### src/rtl/clkseq_pkg.sv
package clkseq_pkg;

  typedef enum logic [1:0] {
    ST_WAIT   = 2'd0,
    ST_SAMPLE = 2'd1,
    ST_VCO    = 2'd2,
    ST_RUN    = 2'd3
  } seq_st_e;

  typedef enum logic [2:0] {
    OPM_NONE   = 3'd0,
    OPM_VCO100 = 3'd1,
    OPM_VCO133 = 3'd2,
    OPM_EXT100 = 3'd3,
    OPM_EXT133 = 3'd4,
    OPM_HIZ    = 3'd5,
    OPM_TCLK   = 3'd6
  } opmode_e;

  localparam logic [1:0] LVL_LOW  = 2'b00;
  localparam logic [1:0] LVL_HIGH = 2'b10;

  typedef struct packed {
    logic       cpu;
    logic [1:0] lvl;
    logic       mult;
  } strap_t;

endpackage

### src/rtl/pg_sync.sv
module pg_sync #(
  parameter int STAGES = 2
) (
  input  logic clk,
  input  logic rst,
  input  logic async_n,
  output logic sync_n
);
  logic [STAGES-1:0] chain;

  generate
    for (genvar i = 0; i < STAGES; i++) begin : g_stage
      if (i == 0) begin : g_first
        always_ff @(posedge clk) begin
          if (rst) chain[0] <= 1'b1;
          else     chain[0] <= async_n;
        end
      end else begin : g_next
        always_ff @(posedge clk) begin
          if (rst) chain[i] <= 1'b1;
          else     chain[i] <= chain[i-1];
        end
      end
    end
  endgenerate

  assign sync_n = chain[STAGES-1];
endmodule

### src/rtl/seq_fsm.sv
module seq_fsm
  import clkseq_pkg::*;
#(
  parameter int LOCK_CYCLES = 1024
) (
  input  logic clk,
  input  logic rst,
  input  logic pg_low,
  output logic capture,
  output logic vco_en,
  output logic out_en
);
  localparam int CW = $clog2(LOCK_CYCLES + 1);
  localparam logic [CW-1:0] LAST = CW'(LOCK_CYCLES - 1);

  seq_st_e        st, st_nx;
  logic [CW-1:0]  lock_cnt;

  assign capture = (st == ST_WAIT) && pg_low;

  always_comb begin
    st_nx = st;
    case (st)
      ST_WAIT:   if (pg_low) st_nx = ST_SAMPLE;
      ST_SAMPLE: st_nx = ST_VCO;
      ST_VCO:    if (lock_cnt == LAST) st_nx = ST_RUN;
      ST_RUN:    st_nx = ST_RUN;
      default:   st_nx = ST_WAIT;
    endcase
  end

  always_ff @(posedge clk) begin
    if (rst) begin
      st       <= ST_WAIT;
      lock_cnt <= '0;
      vco_en   <= 1'b0;
      out_en   <= 1'b0;
    end else begin
      st       <= st_nx;
      lock_cnt <= (st == ST_VCO) ? lock_cnt + CW'(1) : '0;
      vco_en   <= (st_nx == ST_VCO) || (st_nx == ST_RUN);
      out_en   <= (st_nx == ST_RUN);
    end
  end

  // checker-side count of cycles spent with the VCO on and outputs off
  int unsigned vco_only_cycles;
  always_ff @(posedge clk) begin
    if (rst)                   vco_only_cycles <= 0;
    else if (vco_en && !out_en) vco_only_cycles <= vco_only_cycles + 1;
  end

  // outputs only with VCO running
  p_out_needs_vco_r6: assert property (@(posedge clk) disable iff (rst)
    out_en |-> vco_en);

  // lock wait length
  p_lock_wait_r6: assert property (@(posedge clk) disable iff (rst)
    $rose(out_en) |-> (vco_only_cycles == LOCK_CYCLES));

  // no return to waiting without reset
  p_no_rewait_r4: assert property (@(posedge clk) disable iff (rst)
    (st != ST_WAIT) |=> (st != ST_WAIT));

  // VCO stays on once started
  p_vco_sticky_r5: assert property (@(posedge clk) disable iff (rst)
    vco_en |=> vco_en);
endmodule

### src/rtl/strap_latch.sv
module strap_latch
  import clkseq_pkg::*;
(
  input  logic       clk,
  input  logic       rst,
  input  logic       cap,
  input  logic       cpu_in,
  input  logic [1:0] lvl_in,
  input  logic       mult_in,
  output strap_t     q,
  output logic       valid
);
  always_ff @(posedge clk) begin
    if (rst) begin
      q     <= '0;
      valid <= 1'b0;
    end else if (cap) begin
      q.cpu  <= cpu_in;
      q.lvl  <= lvl_in;
      q.mult <= mult_in;
      valid  <= 1'b1;
    end
  end

  // the sequencer requests a capture only once
  p_single_capture_r3: assert property (@(posedge clk) disable iff (rst)
    cap |-> !valid);

  // held straps never move after capture
  p_hold_r4: assert property (@(posedge clk) disable iff (rst)
    valid |=> (valid && $stable(q)));
endmodule

### src/rtl/mode_decode.sv
module mode_decode
  import clkseq_pkg::*;
#(
  parameter int DIV_W = 4
) (
  input  logic             clk,
  input  logic             rst,
  input  logic             valid,
  input  strap_t           s,
  output logic [2:0]       op,
  output logic             cpu_133,
  output logic             ext66,
  output logic             hiz,
  output logic [DIV_W-1:0] d_cpu,
  output logic [DIV_W-1:0] d_66,
  output logic [DIV_W-1:0] d_pci,
  output logic [DIV_W-1:0] d_usb,
  output logic [DIV_W-1:0] d_ref
);
  opmode_e op_nx;
  logic    is_mid;

  // codes 01 and 11 both count as the middle level
  assign is_mid = s.lvl[0];

  always_comb begin
    if (!valid)                 op_nx = OPM_NONE;
    else if (is_mid)            op_nx = s.cpu ? OPM_TCLK   : OPM_HIZ;
    else if (s.lvl == LVL_HIGH) op_nx = s.cpu ? OPM_EXT133 : OPM_EXT100;
    else                        op_nx = s.cpu ? OPM_VCO133 : OPM_VCO100;
  end

  always_ff @(posedge clk) begin
    if (rst) begin
      op      <= OPM_NONE;
      cpu_133 <= 1'b0;
      ext66   <= 1'b0;
      hiz     <= 1'b0;
      d_cpu   <= '0;
      d_66    <= '0;
      d_pci   <= '0;
      d_usb   <= '0;
      d_ref   <= '0;
    end else begin
      op      <= op_nx;
      cpu_133 <= (op_nx == OPM_VCO133) || (op_nx == OPM_EXT133);
      ext66   <= (op_nx == OPM_EXT100) || (op_nx == OPM_EXT133);
      hiz     <= (op_nx == OPM_HIZ);
      if (op_nx == OPM_TCLK) begin
        d_cpu <= DIV_W'(2);
        d_66  <= DIV_W'(4);
        d_pci <= DIV_W'(8);
        d_usb <= DIV_W'(2);
        d_ref <= DIV_W'(1);
      end else begin
        d_cpu <= '0;
        d_66  <= '0;
        d_pci <= '0;
        d_usb <= '0;
        d_ref <= '0;
      end
    end
  end

  // floating, test-clock and external-source modes exclude each other
  p_mode_exclusive_r9: assert property (@(posedge clk) disable iff (rst)
    $onehot0({hiz, (d_cpu != '0), ext66}));

  // no mode decoded before straps exist
  p_none_before_valid_r1: assert property (@(posedge clk) disable iff (rst)
    !valid |=> (op == 3'd0));
endmodule

### src/rtl/clkgen_powerup_seq.sv
module clkgen_powerup_seq
  import clkseq_pkg::*;
#(
  parameter int SYNC_STAGES = 2,
  parameter int LOCK_CYCLES = 1024,
  parameter int DIV_W       = 4
) (
  input  logic             clk,
  input  logic             rst,
  input  logic             pwrgd_n,
  input  logic             cpu_sel,
  input  logic [1:0]       mode_lvl,
  input  logic             mult_sel,
  output logic             cpu_sel_q,
  output logic [1:0]       mode_lvl_q,
  output logic             mult_q,
  output logic             straps_valid,
  output logic [2:0]       op_mode,
  output logic             cpu_133,
  output logic             ext66_src,
  output logic             out_hiz,
  output logic [DIV_W-1:0] div_cpu,
  output logic [DIV_W-1:0] div_66,
  output logic [DIV_W-1:0] div_pci,
  output logic [DIV_W-1:0] div_usb,
  output logic [DIV_W-1:0] div_ref,
  output logic             vco_en,
  output logic             out_en
);
  logic   pg_sync_n;
  logic   cap;
  strap_t held;

  pg_sync #(.STAGES(SYNC_STAGES)) u_sync (
    .clk     (clk),
    .rst     (rst),
    .async_n (pwrgd_n),
    .sync_n  (pg_sync_n)
  );

  seq_fsm #(.LOCK_CYCLES(LOCK_CYCLES)) u_fsm (
    .clk     (clk),
    .rst     (rst),
    .pg_low  (!pg_sync_n),
    .capture (cap),
    .vco_en  (vco_en),
    .out_en  (out_en)
  );

  strap_latch u_latch (
    .clk     (clk),
    .rst     (rst),
    .cap     (cap),
    .cpu_in  (cpu_sel),
    .lvl_in  (mode_lvl),
    .mult_in (mult_sel),
    .q       (held),
    .valid   (straps_valid)
  );

  mode_decode #(.DIV_W(DIV_W)) u_dec (
    .clk     (clk),
    .rst     (rst),
    .valid   (straps_valid),
    .s       (held),
    .op      (op_mode),
    .cpu_133 (cpu_133),
    .ext66   (ext66_src),
    .hiz     (out_hiz),
    .d_cpu   (div_cpu),
    .d_66    (div_66),
    .d_pci   (div_pci),
    .d_usb   (div_usb),
    .d_ref   (div_ref)
  );

  assign cpu_sel_q  = held.cpu;
  assign mode_lvl_q = held.lvl;
  assign mult_q     = held.mult;

  // VCO starts only after straps are held
  p_vco_after_straps_r5: assert property (@(posedge clk) disable iff (rst)
    vco_en |-> straps_valid);
endmodule

### config.mk
export PLATFORM = sky130hd
export DESIGN_NAME = clkgen_powerup_seq
export DESIGN_NICKNAME = d
export VERILOG_FILES = /design/src/rtl/clkseq_pkg.sv /design/src/rtl/pg_sync.sv /design/src/rtl/seq_fsm.sv /design/src/rtl/strap_latch.sv /design/src/rtl/mode_decode.sv /design/src/rtl/clkgen_powerup_seq.sv
export SDC_FILE = /design/constraint.sdc
export NUM_CORES = 1
export LEC_CHECK = 0
export ABC_CLOCK_PERIOD_IN_PS = 3250
export BUFFER_PORTS_ARGS = -buffer_cell sky130_fd_sc_hd__buf_2
export CORE_MARGIN = 1.5
export CORE_UTILIZATION = 40
export CTS_CLUSTER_SIZE = 24
export DETAILED_ROUTE_END_ITERATION = 12
export PLACE_DENSITY_LB_ADDON = 0.1
export SLEW_MARGIN = 30
export SYNTH_ARGS = -nofsm -noshare
export SYNTH_HDL_FRONTEND = slang
export SYNTH_SLANG_ARGS = --single-unit
### constraint.sdc
create_clock -name clk -period 3.25 [get_ports clk]
set_clock_uncertainty 0.2 [all_clocks]
set_input_delay 0.65 -clock clk [delete_from_list [all_inputs] [get_ports clk]]
set_output_delay 0.65 -clock clk [all_outputs]
set_load 0.05 [all_outputs]
# After elaboration in Yosys (flattened, before gate mapping)
# Cells that the tools add are included.
# classes
addsub	1
multipliers	0
n_div	0
n_lt_le_gt_ge	0
n_eq_ne	12
shifts	0
muxes	13
n_bitwise	1
n_reduce_logical	7
# op_table
operator	n
$mux W3	5
$add A11 B1 Y11 const B	1
$eq A11 B10 Y1 const B	1
$eq A2 B2 Y1 const B	5
$mux W2	5
$eq A3 B3 Y1 const B	3
$pmux W2 S4	1
$eq A3 B2 Y1 const B	2
$mux W4	1
$logic_or A1 B1 Y1	3
$eq A2 B1 Y1 const B	1
$logic_not A2 Y1	1
$reduce_or A2 Y1	1
$logic_and A1 B1 Y1	1
$logic_not A1 Y1	1
$mux W1	1
$not A1 Y1	1
# totals
regBits	44
latch_bits	0
ram_bits	0
mem_bits_ro	0
inputBits	7
wordCells	52
n_memories	0

# Logic depth before layout (Yosys ltp)
# depth
word_depth	6
ltp_mapped	6
depth_no_buf	5

# Hierarchy
# From an unflattened synthesis, not the netlist that was laid out.
# hier_totals
hier_cells	131
hier_area_um2	1241.2
# modules_own_cells
module	instances	cells_each	area_each_um2	seq_area_each_um2
seq_fsm	1	64	591.8	280.3
mode_decode	1	46	419.2	140.1
strap_latch	1	16	173.9	100.1
pg_sync	1	4	52.6	40.0
clkgen_powerup_seq	1	1	3.8	0.0

# Least setup slack after synthesis
# No wires, ideal clock.
# synth_path
path_kind	register -> register
start	register u_latch.q[1] (netlist name)
end	register u_dec.cpu_133
setup_time_ns	0.079
t_arrival_ns	1.687
required_ns	2.971
path_slack_ns	1.285
stages_incl_launch_ff	7
n_path_buf	1
period_less_slack_ns	1.965
cell_sequence	dfxtp_1 clkbuf_1 nor2b_1 ha_1 nor2b_1 o21ai_0 nor3_1
# synth_between
elab_chain_len	6
elab_cells_between_ends	7
classes_between	eq/ne: 3; mux: 3; reduce/logical: 1
# synth_rtl
element	line	text
start: declaration	strap_latch.sv:10	output strap_t q,
$eq A2 B2 Y1	mode_decode.sv:29	else if (s.lvl == LVL_HIGH) op_nx = s.cpu ? OPM_EXT133 : OPM_EXT100;
$mux W3	mode_decode.sv:29	
$mux W3 *	mode_decode.sv:28	else if (is_mid) op_nx = s.cpu ? OPM_TCLK : OPM_HIZ;
$mux W3 *	mode_decode.sv:27	if (!valid) op_nx = OPM_NONE;
$eq A3 B2 Y1 or $eq A3 B3 Y1 (tied branches)	mode_decode.sv:46	cpu_133 <= (op_nx == OPM_VCO133) || (op_nx == OPM_EXT133);
$logic_or A1 B1 Y1 *	mode_decode.sv:46	
end signal: assignment	mode_decode.sv:46	
end: declaration	mode_decode.sv:11	output logic cpu_133,
# Mark *: on every way between the ends. The rest lies on a longest branch, timed or not.
# A chain may end at the register's enable or synchronous reset.

# Worst setup path in the final report
# layout_path
start	register u_latch.q[1] (netlist name)
end	output port mode_lvl_q[0]
# layout_rtl
element	line	text
end: declaration	clkgen_powerup_seq.sv:15	output logic [1:0] mode_lvl_q,
# No word-level cell between the ends.

==> impl.org <==
** Floorplanning
- Measured along the y axis, the die boundary spans roughly 59 um.
- Die ar. :: between 0.003 and 0.004 sq mm
- For this configuration, the core starts out at a cell density of 0.413.
- The initialized floorplan defines 20 standard-cell rows.
- Die Span X :: 58.7 um
- 40 I/O pins were placed.
- Total core area :: 0.00300 sq mm

** Finish
- Relative to the synthesized area, the layout overhead comes to 11.7%.
- Fill cells in the final layout number 330.
- The net count of the finished layout is 165.
- Non-filler cells in the finished layout :: 190
- In the final layout, the share of cells above drive strength 1 is 0.248.
- 0 antenna diodes ended up in the layout.

** Power
- Cell Pwr Density :: ~530 mW/mm^2
- Summed over all cells, the static leakage comes to 0.587 nW.
- Across the VDD grid, the largest voltage drop is between 0.3 and 0.4 mV.

** Timing
- RSZ-0062 raised after global routing :: false
- Relative slew slack :: 0.667
- Final setup viols :: 0
- Of the available clock period, the critical path in the final layout requires 0.614.
- Worst Setup Slack, final :: approximately 1300 ps
- Number of hold violations in the final report :: 0
- After layout, the minimum clock period comes to roughly 2000 ps.
- Total Negative Setup Slacks :: 0 ps
- Achievable frequency :: 501 MHz
- Number of max-slew violations in the final report :: 0
- At the pin with the least slew margin, the transition time is 497 ps.

** Logic synthesis
- After technology mapping, the gate count stands at 133.
- A synthesized cell averages 9.31 sq um.
- Synthesis instantiated 29 different standard cells from the library.
- After synthesis the netlist holds a flip-flop and latch count of 29.
- Area of the mapped netlist :: 0.00124 sq mm
- Synthesis warning total :: 0
- For this run, the register share of the synthesized area comes to 0.469.

** Route
- Summed over all layers, the routed wires come to 1990 um.
- The first detailed-routing pass took 3 iterations.
- Vias after detailed routing :: just under 900
- The count of nets left with antenna violations once routing finished came out at 0.
- After detailed routing, the number of vias per cell comes to 4.68.
- In the routed design, unresolved DRC markers number 0.
- Routed WL per cell :: about 10 um
- Iteration-0 DRC Markers :: 20

** Worst setup path
- Broken down by cell family, the worst path's largest delay share belongs to flip-flops.
- Depth of the critical timing path with buffers and inverters included :: 1
- Required time at the endpoint of the critical path :: around 2400 ps
- Among all stages on the critical path, the largest delay is contributed by dfxtp_1.
- Arrival time at the worst endpoint :: roughly 1200 ps
- Largest stage delay on the critical path :: 510 ps
- The critical path is of the reg2out type.
- In this run the worst path has a maximum fanout of 9.
- Counting both buffers and inverters, the worst setup path holds a total of 1.
- Traced cell by cell, the critical path runs through buf_2.
- Worst reg2reg path depth :: 4
- The worst setup path is captured at a primary output.
- Across all register-to-register paths, the minimum setup slack is ~1500 ps.
- STA classifies the critical path startpoint as a register.

** Run status
- The flow ran to the end, and the final reports show no timing, DRC or antenna violations.

** Hold path
- The path class of the tightest hold or removal check is reg2reg.
- Along the worst hold path, the cell count comes to 1.

** Clocking
- Clock latency on the worst-skew pair, taken at its later pin, is 320 ps.
- CTS root buffer :: clkbuf_4
- H-tree depth :: 2
- After clock tree synthesis, the clock-pin slew on the worst setup and hold paths is 80 ps.
- Number of post-CTS setup repair buffers :: 0
- Clock tree from TritonCTS :: yes
- The tree built by TritonCTS fans out to 29 sinks.
- Counting the buffers created by CTS gives 5.
- After clock tree synthesis, the flow added hold-fix buffers numbering 0.
- Maximum clock insertion buffer count :: 2
- In this run, post-CTS repair resized a total of 0 instances.

** GRT
- GRT Residual Overflow :: 0
- Number of global-route vias before repair :: 776
- Aggregate global-route resource usage :: 0.137
- Wire length of the first global-routing pass :: 3430 um
- Pin count of the biggest net entering global routing :: 14
- The initial antenna violation count came to 0.

** Place
- Port buffering added 24 buffers.
- Estimated wirelength of the detail-placed design :: around 1400 um
- Worst slack, placed :: approximately 1500 ps
- Final weighted congestion in routability-driven placement :: 0.732
- Post-placement cell count :: roughly 180

** Job
- # Max-Cap Violations :: 0
## cell usage after synthesis
master,number,area share
nor2b_1,3,0.015
inv_1,5,0.015
or3_2,1,0.0061
buf_4,19,0.12
o21ai_0,4,0.016
or4_1,3,0.018
nor3b_1,2,0.012
xnor2_1,1,0.0071
a21oi_1,7,0.028
a211oi_2,1,0.010
nor3_2,1,0.0081
or3_1,1,0.0051
nor2_1,20,0.061
dfxtp_1,29,0.47
o41a_1,1,0.0091
nand4_2,2,0.020
nand2b_1,1,0.0051
or2_2,3,0.015
xor2_1,2,0.014
conb_1,1,0.0030
clkbuf_1,3,0.0091
nand2_1,2,0.0061
and4_1,1,0.0071
mux2i_1,6,0.048
o21a_1,1,0.0061
nand3_1,6,0.024
nor3_1,2,0.0081
o31ai_1,3,0.018
ha_1,2,0.020
## metal layers
metal	up-vias	GRT usage	routed length [um]
met5	-	0	0
met4	0	0.0974	41
met3	5	0.0462	98
met2	26	0.194	885
li1	466	-	-
met1	393	0.174	966
## final timing paths
| kind | from | endpoint |
|---|---|---|
| min | u_sync.chain[0] | u_sync.sync_n |
| max reg2reg | u_fsm.lock_cnt[0] | u_fsm.st[0] |
| min reg2reg | u_sync.chain[0] | u_sync.sync_n |
| max | u_latch.q[1] | mode_lvl_q[0] |
## layout make-up
type | count | area, sq um | share of cell area
Multi-Input combinational cell | 91 | 538 | 0.389
Sequential cell | 29 | 581 | 0.420
Tap cell | 33 | 41.3 | 0.0298
Clock buffer | 7 | 55.1 | 0.0398
Timing Repair Buffer | 24 | 120 | 0.0868
Clock inverter | 1 | 30.0 | 0.0217
Inverter | 5 | 18.8 | 0.0136
## state kept, by name (all words and copies together) (netlist names), 2 cells and up
register / flops
u_fsm.lock_cnt: 11
u_latch.q: 4
u_dec.op: 3
u_fsm.st: 2
## where the power goes
part | switching (mW) | leakage, nW | total [mW] | internal [mW]
Sequential | 0.00403 | 0.235 | 0.364 | 0.360
Clock | 0.119 | 0.0455 | 0.302 | 0.184
Combinational | 0.0593 | 0.307 | 0.0709 | 0.0116
Total | 0.182 | 0.587 | 0.737 | 0.555
## stage by stage
| step | utilization | power (mW) | hold slack (ps) | cell area [sq um] |
|---|---|---|---|---|
| after floorplan | - | 0.448 | 189 | 1290 |
| after global placement | 0.433 | 0.442 | 192 | 1300 |
| after detailed placement | 0.433 | 0.443 | 200 | 1300 |
| after CTS | 0.461 | 0.748 | 223 | 1380 |
| after global routing | 0.461 | 0.770 | 231 | 1380 |
| final | 0.461 | 0.737 | 220 | 1380 |
## worst reg2reg max path, stage by stage, from the launching register on
cell	delay, ps
dfxtp_1	410
ha_1	250
nand4_2	190
o41a_1	400
a211oi_2	210
## placed cells by master (no fill, tap or decap), types with 4 or more instances in the layout
cell,Yosys,routed
dfxtp_1,29,29
clkbuf_4,0,5
nor2_1,20,20
inv_1,5,5
nand3_1,6,6
conb_1,1,15
a21oi_1,7,7
buf_2,0,24
o21ai_0,4,4
mux2i_1,6,6
## kinds of logic after synthesis
group                      synth area share
adders and majority gates            0.0202
AOI/OAI and AO/OA                    0.0879
and+or+nand+nor                       0.211
other                               0.00303
muxes                                0.0485
buffers and inverters                 0.139
xor gates and xnor gates             0.0212
DFF                                   0.469
(Power assumes the default switching activity.)
